$ cat config.mk
export PLATFORM = sky130hd
export DESIGN_NAME = event_interval_timer
export DESIGN_NICKNAME = d
export VERILOG_FILES = /design/src/rtl/eit_pkg.sv /design/src/rtl/eit_sync_edge.sv /design/src/rtl/eit_timebase.sv /design/src/rtl/eit_capture.sv /design/src/rtl/event_interval_timer.sv
export SDC_FILE = /design/constraint.sdc
export NUM_CORES = 1
export LEC_CHECK = 0
export ABC_AREA = 1
export BUFFER_PORTS_ARGS = -buffer_cell sky130_fd_sc_hd__buf_2
export CORE_MARGIN = 2
export CORE_UTILIZATION = 48
export DETAILED_ROUTE_END_ITERATION = 8
export HOLD_SLACK_MARGIN = 0.02
export PLACE_DENSITY = 0.65
export SYNTH_ARGS = -nofsm -noshare
export SYNTH_HDL_FRONTEND = slang
export SYNTH_SLANG_ARGS = --single-unit
$ cat constraint.sdc
create_clock -name clk_i -period 2.7 [get_ports clk_i]
set_input_delay 0.675 -clock clk_i [delete_from_list [all_inputs] [get_ports clk_i]]
set_output_delay 0.675 -clock clk_i [all_outputs]
set_load 0.03 [all_outputs]
$ cat src/rtl/eit_pkg.sv
package eit_pkg;
  localparam int unsigned DEF_LO_W   = 8;
  localparam int unsigned DEF_HI_W   = 8;
  localparam int unsigned DEF_STAGES = 2;

  typedef enum logic {
    CAP_EMPTY  = 1'b0,
    CAP_PRIMED = 1'b1
  } cap_state_e;
endpackage

$ cat src/rtl/eit_sync_edge.sv
module eit_sync_edge #(
  parameter int unsigned STAGES = eit_pkg::DEF_STAGES
) (
  input  logic clk_i,
  input  logic rst_ni,
  input  logic async_i,
  output logic rise_o
);
  logic [STAGES-1:0] sync_q;
  logic              prev_q;

  generate
    if (STAGES == 1) begin : g_one
      always_ff @(posedge clk_i or negedge rst_ni) begin
        if (!rst_ni) sync_q <= '0;
        else         sync_q <= async_i;
      end
    end else begin : g_chain
      always_ff @(posedge clk_i or negedge rst_ni) begin
        if (!rst_ni) sync_q <= '0;
        else         sync_q <= {sync_q[STAGES-2:0], async_i};
      end
    end
  endgenerate

  always_ff @(posedge clk_i or negedge rst_ni) begin
    if (!rst_ni) prev_q <= 1'b0;
    else         prev_q <= sync_q[STAGES-1];
  end

  assign rise_o = sync_q[STAGES-1] & ~prev_q;
endmodule

$ cat src/rtl/eit_timebase.sv
module eit_timebase #(
  parameter int unsigned LO_W = eit_pkg::DEF_LO_W,
  parameter int unsigned HI_W = eit_pkg::DEF_HI_W,
  localparam int unsigned CNT_W = LO_W + HI_W
) (
  input  logic             clk_i,
  input  logic             rst_ni,
  input  logic             tick_i,
  output logic [CNT_W-1:0] count_o
);
  logic [LO_W-1:0] lo_q;
  logic [HI_W-1:0] hi_q;
  logic            lo_wrap;

  assign lo_wrap = tick_i & (&lo_q);

  always_ff @(posedge clk_i or negedge rst_ni) begin
    if (!rst_ni)     lo_q <= '0;
    else if (tick_i) lo_q <= lo_q + LO_W'(1);
  end

  // extension steps only on the low wrap
  always_ff @(posedge clk_i or negedge rst_ni) begin
    if (!rst_ni)      hi_q <= '0;
    else if (lo_wrap) hi_q <= hi_q + HI_W'(1);
  end

  assign count_o = {hi_q, lo_q};
endmodule

$ cat src/rtl/eit_capture.sv
module eit_capture #(
  parameter int unsigned CNT_W = eit_pkg::DEF_LO_W + eit_pkg::DEF_HI_W
) (
  input  logic             clk_i,
  input  logic             rst_ni,
  input  logic             tick_i,
  input  logic             rise_i,
  input  logic [CNT_W-1:0] count_i,
  output logic [CNT_W-1:0] interval_o,
  output logic             valid_o,
  output logic             overflow_o,
  output logic             primed_o
);
  import eit_pkg::*;

  cap_state_e       state_q;
  logic [CNT_W-1:0] prev_q;
  logic [CNT_W-1:0] interval_q;
  logic             valid_q;
  logic [CNT_W-1:0] idle_q;
  logic             ovf_q;

  always_ff @(posedge clk_i or negedge rst_ni) begin
    if (!rst_ni) begin
      state_q    <= CAP_EMPTY;
      prev_q     <= '0;
      interval_q <= '0;
      valid_q    <= 1'b0;
    end else begin
      valid_q <= 1'b0;
      if (rise_i) begin
        state_q <= CAP_PRIMED;
        prev_q  <= count_i;
        if (state_q == CAP_PRIMED) begin
          interval_q <= count_i - prev_q;  // modular
          valid_q    <= 1'b1;
        end
      end
    end
  end

  // ticks since last event; full wrap marks overflow
  always_ff @(posedge clk_i or negedge rst_ni) begin
    if (!rst_ni) begin
      idle_q <= '0;
      ovf_q  <= 1'b0;
    end else if (rise_i) begin
      idle_q <= '0;
      ovf_q  <= 1'b0;
    end else if (tick_i) begin
      idle_q <= idle_q + CNT_W'(1);
      if (&idle_q) ovf_q <= 1'b1;
    end
  end

  assign interval_o = interval_q;
  assign valid_o    = valid_q;
  assign overflow_o = ovf_q;
  assign primed_o   = (state_q == CAP_PRIMED);
endmodule

$ cat src/rtl/event_interval_timer.sv
module event_interval_timer #(
  parameter int unsigned LO_W   = eit_pkg::DEF_LO_W,
  parameter int unsigned HI_W   = eit_pkg::DEF_HI_W,
  parameter int unsigned STAGES = eit_pkg::DEF_STAGES,
  localparam int unsigned CNT_W = LO_W + HI_W
) (
  input  logic             clk_i,
  input  logic             rst_ni,
  input  logic             tick_i,
  input  logic             event_i,
  output logic [CNT_W-1:0] interval_o,
  output logic             valid_o,
  output logic             overflow_o
);
  logic             ev_rise;
  logic [CNT_W-1:0] cnt;
  logic             primed;

  eit_sync_edge #(.STAGES(STAGES)) u_sync (
    .clk_i  (clk_i),
    .rst_ni (rst_ni),
    .async_i(event_i),
    .rise_o (ev_rise)
  );

  eit_timebase #(.LO_W(LO_W), .HI_W(HI_W)) u_tb (
    .clk_i  (clk_i),
    .rst_ni (rst_ni),
    .tick_i (tick_i),
    .count_o(cnt)
  );

  eit_capture #(.CNT_W(CNT_W)) u_cap (
    .clk_i     (clk_i),
    .rst_ni    (rst_ni),
    .tick_i    (tick_i),
    .rise_i    (ev_rise),
    .count_i   (cnt),
    .interval_o(interval_o),
    .valid_o   (valid_o),
    .overflow_o(overflow_o),
    .primed_o  (primed)
  );
endmodule

# Word-level counts from Yosys, hierarchy flattened
# Cells that the tools add are included.
# classes
add_sub_neg	4
mux	7
bitwise	3
n_reduce_logical	6
# ops
operator	n
2-to-1 mux 16 bit	2
adder 16 x 1 -> 16 bit, second input constant	1
adder 8 x 1 -> 8 bit, second input constant	2
AND reduction 16 bit	1
subtractor 16 bit	1
AND reduction 8 bit	1
2-to-1 mux 1 bit	5
AND reduction 2 bit	2
nonzero test 2 bit	2
AND 1 bit	2
inverter 1 bit	1
# totals
ff_bits	70
input_bits	4
output_inout_bits	18
elab_cells	30

# Longest topological paths before layout
# Gate-level depths: netlist of run 1.
# logic_depth
depth_word	4
ltp_mapped	12
depth_no_buf	12

# Hierarchy
# A second synthesis of run 1 with hierarchy kept.
# unflattened
cells_unflattened	521
area_unflattened_um2	3953.8
# modules_own_cells
mod	n_inst	cells_each	area_per_inst_um2	seq_area_each_um2
eit_capture	1	422	3070.4	1276.2
eit_timebase	1	94	798.3	400.4
eit_sync_edge	1	5	85.1	75.1

# Worst setup path after synthesis of run 1
# Ideal clock, no wire load.
# synth_path
kind	flip-flop to flip-flop
start	register u_tb.lo_q[0]
end	register u_cap.interval_q[12], in the netlist u_cap.interval_o[12]
setup_time_ns	0.117
t_arrival_ns	1.587
required_time_ns	2.583
setup_slack_ns	0.996
stages_incl_launch_ff	12
n_path_buf	0
synth_period_minus_slack_ns	1.704
cell_sequence	dfrtp_1 > inv_1 > ha_1 > fa_1 > inv_1 > nand3_1 > nand3_1 > nand3_1 > nand3_1 > nand2_1 > nand3_1 > nand2_1
# synth_between
elab_chain_len	1
# synth_rtl
element	line	text
start, declared	eit_timebase.sv:11	logic [LO_W-1:0] lo_q;
start signal, assigned	eit_timebase.sv:19	else if (tick_i) lo_q <= lo_q + LO_W'(1);
subtractor 16 bit	eit_capture.sv:35	interval_q <= count_i - prev_q;
end signal, assigned	eit_capture.sv:35	
end, declared	eit_capture.sv:18	logic [CNT_W-1:0] interval_q;
# No other way between the ends.
# A chain may end at the register's enable or synchronous reset.

# Final worst setup path of run 1
# Ends and elaborated chain as after synthesis.

==> run_results.csv, run 1 <==
group,metric,value,unit
worst_setup_path,crit-reg2reg-capture,"u_cap.interval_o[12]$_DFFE_PN0P_",
die,dieHeight,94.9,um
timing,max_clock_freq,519,MHz
placement,place.gp.congestion,0.837,
logic_synthesis,synth_warnings,0,
cts,cts_made_buffers,9,
timing,timing_max_transition_violations_final,0,
logic_synthesis,number_of_storage_elements_in_the_synthesis_netlist,70,
detailed_routing,dr.pass1.iters,4,
detailed_routing,drt_iter0_markers,108,
cts,clk_latency,0.35,ns
cts,ctsRootBufferMaster,"sky130_fd_sc_hd__clkbuf_8",
logic_synthesis,synth_top_flop_cell,"sky130_fd_sc_hd__dfrtp_1",
worst_setup_path,critical_path_arrival,2.17,ns
layout,areaGrowthSynthToFinish,11.1,%
layout,diodes,0,
cts,cts_hold_repair.buffers,0,
timing,final_min_period_over_clock_period,0.714,
detailed_routing,drc_errors,0,
die,num_io_pins,22,
logic_synthesis,synth_cell_type_count,30,
layout,post_layout_nonfiller_instances,651,
worst_setup_path,cp_max_fo,3,
timing,relSlewSlack,0.730,
cts,postCtsResizedCells,0,
global_routing,first_pass_grt_wire_length,13.3,mm
global_routing,grt_overflow_total,0,
logic_synthesis,syn_inst,513,
worst_setup_path,r2r_depth,11,
timing,final-hold-violation-count,0,
logic_synthesis,cell_area_after_technology_mapping,0.00396,mm^2
detailed_routing,post_drt_via_cell_ratio,4.97,
power_and_ir_drop,power.density_cell_area,900,mW/mm^2
detailed_routing,wl,7.63,mm
timing,final-setup-viol-count,0,
detailed_routing,detailed_routed_wire_length_on_met2,3.72,mm
logic_synthesis,postSynthNetCount,536,
power_and_ir_drop,power.static_leakage,2.33,nW
die,core_region_area,0.00809,mm^2
detailed_routing,maxUsedRoutingLayer,"met4",
detailed_routing,route.layer.met1.wl,3.52,mm
layout,drive_gt1_frac,0.106,
die,die-area,0.00900,mm^2
global_routing,first_global_vias,3036,
placement,place.detailed.hpwl,5.56,mm
worst_setup_path,worst_path_required_time,2.94,ns
cts,cts_buffer_depth,2,
logic_synthesis,synth-seq-area-share,0.442,
worst_setup_path,timing_worst_setup_path_type,"register to register",
timing,fin_tns_setup,0,ns
worst_setup_path,startpoint_type,"register",
timing,timing.final.crit_period,1.93,ns
detailed_routing,routed_wire_length_per_instance,11.7,um
detailed_routing,route.vias.total,3233,
cts,cts-htree-levels,3,
worst_setup_path,worst-r2r-setup-slack,0.77,ns
logic_synthesis,synth-async-reset-ratio,1.00,
cts,clock_pin_transition_on_the_worst_setup_and_hold_timing_paths,0.08,ns
outcome,status,"finished clean",
detailed_routing,route.antenna.remaining_nets,0,
detailed_routing,met3_wire_length,262,um
logic_synthesis,number_of_synthesized_flops_with_an_enable_pin,0,
cts,tritoncts,"done",
layout,layout_commonest_cell,"sky130_fd_sc_hd__nand2_1",
global_routing,globalRouteTotalUtil,0.189,
die,initial_utilization,0.490,
layout,layout.cells.most_common_list,"sky130_fd_sc_hd__nand2_1 (162), sky130_fd_sc_hd__inv_1 (81), sky130_fd_sc_hd__dfrtp_1 (70), sky130_fd_sc_hd__nand3_1 (29), sky130_fd_sc_hd__nor2_1 (26)",
cts,clock_sink_count,70,
worst_setup_path,critical_path.reg2reg.startpoint,"u_tb.lo_q[0]$_DFFE_PN0P_",
worst_setup_path,critPathCaptureType,"register",
die,placementRows,33,
timing,grt_setup_unrepaired,"no",
timing,worst_tran_pin_value,0.401,ns
logic_synthesis,syn_avg_cell_area,7.72,um^2
placement,number_of_buffers_added_on_ports,21,
power_and_ir_drop,ir_worst_vdd,0.000296,V
global_routing,pin_count_of_the_biggest_net_entering_global_routing,71,
run,maxCapViolCount,0,
placement,dpl.cell_count,635,
cts,cts_post_setup_buffers_inserted,0,
layout,nets_finish,564,
die,dieWidth,94.9,um
hold_path,worst_hold_path_type,"input port to async pin",
global_routing,antenna_found_initial,0,
timing,finalClockSkew,0.0107,ns
-- flip-flops by register name, summed over array words and instances, names as in the netlist --
register and cells:
u_sync.prev_q 1, u_cap.prev_q 16, u_cap.idle_q 16, u_tb.lo_q 8, u_tb.hi_q 8, u_cap.interval_o 16, u_sync.sync_q 2, u_cap.valid_o 1
u_cap.primed_o 1, u_cap.overflow_o 1
-- layer usage --
metal  GRT usage  vias to the layer above
li1            -                     1668
met1       0.236                     1517
met2       0.316                       37
met3      0.0367                       11
met4      0.0882                        0
met5           0                        -
-- metrics by stage --
stage | power (mW) | util | hold WS (ns) | worst slack (ns) | area [um^2]
detailed placement | 3.12 | 0.519 | 0.347 | 0.798 | 4200
global route | 4.30 | 0.544 | 0.364 | 0.617 | 4400
CTS | 4.01 | 0.544 | 0.338 | 0.794 | 4400
finish | 3.96 | 0.544 | 0.327 | 0.773 | 4400
floorplan | 2.70 | - | 0.331 | 0.996 | 3960
global placement | 3.08 | 0.519 | 0.336 | 0.814 | 4200
-- critical path, cell delays in order (launching register included) --
cell                      delay [ns]
sky130_fd_sc_hd__dfrtp_1        0.39
sky130_fd_sc_hd__inv_1          0.10
sky130_fd_sc_hd__ha_1           0.23
sky130_fd_sc_hd__fa_1           0.41
sky130_fd_sc_hd__inv_1          0.09
sky130_fd_sc_hd__nand3_1        0.08
sky130_fd_sc_hd__nand3_1        0.16
sky130_fd_sc_hd__nand3_1        0.11
sky130_fd_sc_hd__nand3_1        0.08
sky130_fd_sc_hd__nand2_1        0.05
sky130_fd_sc_hd__nand3_1        0.06
sky130_fd_sc_hd__nand2_1        0.05
-- how the worst max path moves through the flow --
stage,start,to,slack [ns]
after CTS,u_tb.lo_q[0]$_DFFE_PN0P_,u_cap.interval_o[12]$_DFFE_PN0P_,0.79
after floorplan,u_tb.lo_q[0]$_DFFE_PN0P_,u_cap.interval_o[12]$_DFFE_PN0P_,1.0
after detailed placement,tick_i,u_cap.idle_q[11]$_DFFE_PN0P_,0.80
after global placement,tick_i,u_cap.idle_q[11]$_DFFE_PN0P_,0.81
final,u_tb.lo_q[0]$_DFFE_PN0P_,u_cap.interval_o[12]$_DFFE_PN0P_,0.77
after global routing,u_tb.lo_q[0]$_DFFE_PN0P_,u_cap.interval_o[12]$_DFFE_PN0P_,0.62
-- layout make-up --
class,instances,area [um^2]
Clock buffer,10,128
Clock inverter,6,71.3
Fill cell,780,3690
Inverter,85,319
Multi-Input combinational cell,351,1860
Sequential cell,70,1750
Tap cell,105,131
Timing Repair Buffer,24,140
-- kinds of logic after synthesis --
logic type	count (synthesis)	share of synthesized area
multiplexers	2	0.00568
buffers and inverters	92	0.0881
AND/OR/NAND/NOR	262	0.297
XOR/XNOR	17	0.0376
AO/OA/AOI/OAI	51	0.0673
flip-flops	70	0.442
adder cells (fa/ha/maj)	19	0.0619
-- power by group --
| group | total, mW | internal [mW] | switching, mW |
|---|---|---|---|
| combinational | 1.66 | 0.569 | 1.09 |
| clock | 0.867 | 0.433 | 0.434 |
| sequential | 1.43 | 1.27 | 0.164 |
| total | 3.96 | 2.27 | 1.69 |
-- cells in the mapped netlist (all sizes together) (5+ instances only) --
| cell | n | share of area |
|---|---|---|
| dfrtp | 70 | 0.44 |
| nor2 | 31 | 0.036 |
| nor3 | 19 | 0.032 |
| o21ai | 30 | 0.038 |
| nand3 | 32 | 0.044 |
| xnor2 | 5 | 0.011 |
| a21oi | 17 | 0.021 |
| xor2 | 12 | 0.027 |
| inv | 85 | 0.081 |
| nand4 | 10 | 0.016 |
| nand2 | 162 | 0.15 |
| ha | 18 | 0.057 |
Note: power is estimated with default switching activity, not from simulation.
==> run 2, diff against run 1 <==
- ABC_AREA: 1 -> 0
- clock period: 2.7 -> 1.8 ns (I/O delays scaled with it)
==> run_results.csv, run 2 <==
group,metric,value,unit
outcome,status,"finished, violations left",
logic_synthesis,cell_area_after_technology_mapping,0.00354,mm^2
power_and_ir_drop,overall_power_of_the_completed_layout,7.78,mW
layout,footprint_of_the_multi_input_gates,0.00191,mm^2
global_routing,pin_count_of_the_biggest_net_entering_global_routing,71,
layout,layout.cells.most_common_list,"sky130_fd_sc_hd__dfrtp_1 (69), sky130_fd_sc_hd__buf_4 (67), sky130_fd_sc_hd__nand2_1 (50), sky130_fd_sc_hd__o21ai_0 (25)",
worst_setup_path,worstPathBufferInverterCount,0,
die,die-area,0.00807,mm^2
global_routing,grt_overflow_total,0,
worst_setup_path,startpoint_type,"register",
worst_setup_path,worst_path_required_time,2.03,ns
logic_synthesis,ys_top_cells_by_count,"sky130_fd_sc_hd__dfrtp_1 (70), sky130_fd_sc_hd__nand2_1 (50), sky130_fd_sc_hd__o21ai_0 (30), sky130_fd_sc_hd__nor2_1 (22), sky130_fd_sc_hd__xor2_1 (21)",
cts,cts-htree-levels,3,
cts,ctsRootBufferMaster,"sky130_fd_sc_hd__clkbuf_8",
logic_synthesis,syn_inst,358,
layout,register_area,0.00175,mm^2
die,num_io_pins,22,
worst_setup_path,crit_slowest_cell,"sky130_fd_sc_hd__dfrtp_1",
cts,cts_hold_repair.buffers,0,
placement,dpl.cell_count,520,
worst_setup_path,critical_path_depth,8,
worst_setup_path,critical_path.max_stage_delay,0.41,ns
worst_setup_path,worst-r2r-setup-slack,-0.14,ns
timing,timing.final.crit_period,1.94,ns
die,dieHeight,89.8,um
die,core_region_area,0.00718,mm^2
placement,preCtsSetupSlack,-0.221,ns
layout,layout_commonest_cell,"sky130_fd_sc_hd__dfrtp_1",
die,dieWidth,89.8,um
timing,final_min_period_over_clock_period,1.08,
hold_path,worst_hold_path_type,"input port to async pin",
logic_synthesis,synth-seq-area-share,0.495,
detailed_routing,route.vias.total,2906,
worst_setup_path,critical_path_arrival,2.17,ns
global_routing,globalRouteTotalUtil,0.203,
logic_synthesis,postSynthNetCount,381,
detailed_routing,drt_iter0_markers,124,
timing,fin_tns_setup,-0.747,ns
run,maxCapViolCount,0,
timing,max_clock_freq,516,MHz
detailed_routing,dr.pass1.iters,4,
cts,clock_sink_count,70,
timing,final-hold-violation-count,0,
layout,diodes,0,
detailed_routing,wl,7.94,mm
detailed_routing,drc_errors,0,
placement,place.gp.congestion,0.828,
timing,finalHoldWorstSlack,0.0739,ns
layout,areaGrowthSynthToFinish,34.7,%
timing,final-setup-viol-count,8,
global_routing,antenna_found_initial,0,
worst_setup_path,cp_max_fo,5,
layout,finished_cell_area,0.00477,mm^2
detailed_routing,routed_wire_length_per_instance,14.4,um
layout,fillerInstances,543,
timing,timing.final.ws_setup,-0.138,ns
worst_setup_path,critical_path.cell_chain,"ha_4, fa_2, nand2b_4, a21oi_4, a211oi_4, o21ai_2, nor3_1, a211o_1",
cts,clk_latency,0.35,ns
power_and_ir_drop,ir_worst_vdd,0.000623,V
global_routing,first_global_vias,2820,
layout,post_layout_nonfiller_instances,550,
placement,post_dp_cell_area,0.00417,mm^2
cts,tritoncts,"done",
die,initial_utilization,0.493,
global_routing,first_pass_grt_wire_length,13.2,mm
outcome,failed_checks,"setup timing",
layout,end_of_flow_core_utilization,0.664,
logic_synthesis,synth_area_leaders,"sky130_fd_sc_hd__dfrtp_1 (50%), sky130_fd_sc_hd__ha_1 (6.4%), sky130_fd_sc_hd__nand2_1 (5.3%)",
logic_synthesis,synth_cell_type_count,45,
logic_synthesis,synth_area_leader,"sky130_fd_sc_hd__dfrtp_1",
layout,nets_finish,469,
timing,relSlewSlack,0.745,
logic_synthesis,synth_top_flop_cell,"sky130_fd_sc_hd__dfrtp_1",
logic_synthesis,synth-async-reset-ratio,1.00,
power_and_ir_drop,power.static_leakage,2.29,nW
logic_synthesis,post-synth-top-area-fraction,0.495,
logic_synthesis,yosysMostFrequentCell,"sky130_fd_sc_hd__dfrtp_1",
logic_synthesis,syn_avg_cell_area,9.88,um^2
logic_synthesis,number_of_synthesized_flops_with_an_enable_pin,0,
worst_setup_path,critPathCaptureType,"register",
timing,finalClockSkew,0.00946,ns
timing,grt_setup_unrepaired,"yes",
worst_setup_path,r2r_depth,8,
placement,place.detailed.hpwl,4.83,mm
logic_synthesis,number_of_storage_elements_in_the_synthesis_netlist,70,
detailed_routing,route.antenna.remaining_nets,0,
die,placementRows,31,
cts,clock_pin_transition_on_the_worst_setup_and_hold_timing_paths,0.08,ns
cts,cts_made_buffers,9,
worst_setup_path,timing_worst_setup_path_type,"register to register",
worst_setup_path,worst_path_dominant_cell_family,"compound AO/OA/AOI/OAI gates",
cts,cts_buffer_depth,2,
timing,worst_tran_pin_value,0.379,ns
detailed_routing,post_drt_via_cell_ratio,5.28,
timing,timing_max_transition_violations_final,0,
layout,drive_gt1_frac,0.344,
logic_synthesis,synth_warnings,0,
power_and_ir_drop,power.density_cell_area,1630,mW/mm^2
placement,number_of_buffers_added_on_ports,21,
run 2: layout make-up:
type,count,share of cell area
repair buffers,91,0.137
inverters,20,0.0158
well taps,99,0.0260
multi-input cells,254,0.402
clock inverters,3,0.0189
clock buffers,13,0.0333
flip-flops and latches,70,0.368
run 2: worst paths after layout:
path,from,end
max,u_cap.prev_q[0]$_DFFE_PN0P_,u_cap.interval_o[12]$_DFFE_PN0P_
min,rst_ni,u_cap.interval_o[0]$_DFFE_PN0P_
max reg2reg,u_cap.prev_q[0]$_DFFE_PN0P_,u_cap.interval_o[12]$_DFFE_PN0P_
min reg2reg,u_sync.sync_q[0]$_DFF_PN0_,u_sync.sync_q[1]$_DFF_PN0_
max in group asynchronous,rst_ni,u_tb.lo_q[1]$_DFFE_PN0P_
min in group clk_i,event_i,u_sync.sync_q[0]$_DFF_PN0_
run 2: logic make-up (layout without fill, tap and decap cells):
group | after synthesis | in the layout | synth area share
AND/OR/NAND/NOR | 119 | 119 | 0.161
XOR/XNOR | 38 | 38 | 0.0941
multiplexers | 5 | 5 | 0.0156
buffers and inverters | 34 | 127 | 0.0424
flip-flops | 70 | 70 | 0.495
adder cells (fa/ha/maj) | 19 | 19 | 0.0693
AO/OA/AOI/OAI | 73 | 73 | 0.122
run 2: timing repair:
action | 4_1_cts | 5_1_grt
buffers inserted | 5 | 9
setup endpoints to repair | 12 | 14
gates resized for setup | 23 | 26
pin swaps | 21 | 16
run 2: power breakdown:
part	internal [mW]	switching, mW	total (mW)	leakage (nW)
registers	1.91	0.211	2.12	0.916
clock network	0.998	0.590	1.59	0.124
logic	2.00	2.07	4.08	1.25
run 2: worst register-to-register path: stages (launching register included):
cell	delay (ns)
sky130_fd_sc_hd__dfrtp_1	0.41
sky130_fd_sc_hd__ha_4	0.17
sky130_fd_sc_hd__fa_2	0.35
sky130_fd_sc_hd__nand2b_4	0.17
sky130_fd_sc_hd__a21oi_4	0.17
sky130_fd_sc_hd__a211oi_4	0.08
sky130_fd_sc_hd__o21ai_2	0.16
sky130_fd_sc_hd__nor3_1	0.06
sky130_fd_sc_hd__a211o_1	0.24
run 2: metal layers:
layer  vias up  part of all wire  track usage
li1       1410                 -            -
met1      1415              0.45        0.264
met2        63              0.49        0.326
met3        18             0.037       0.0503
met4         0             0.023       0.0833
met5         -                 0            0
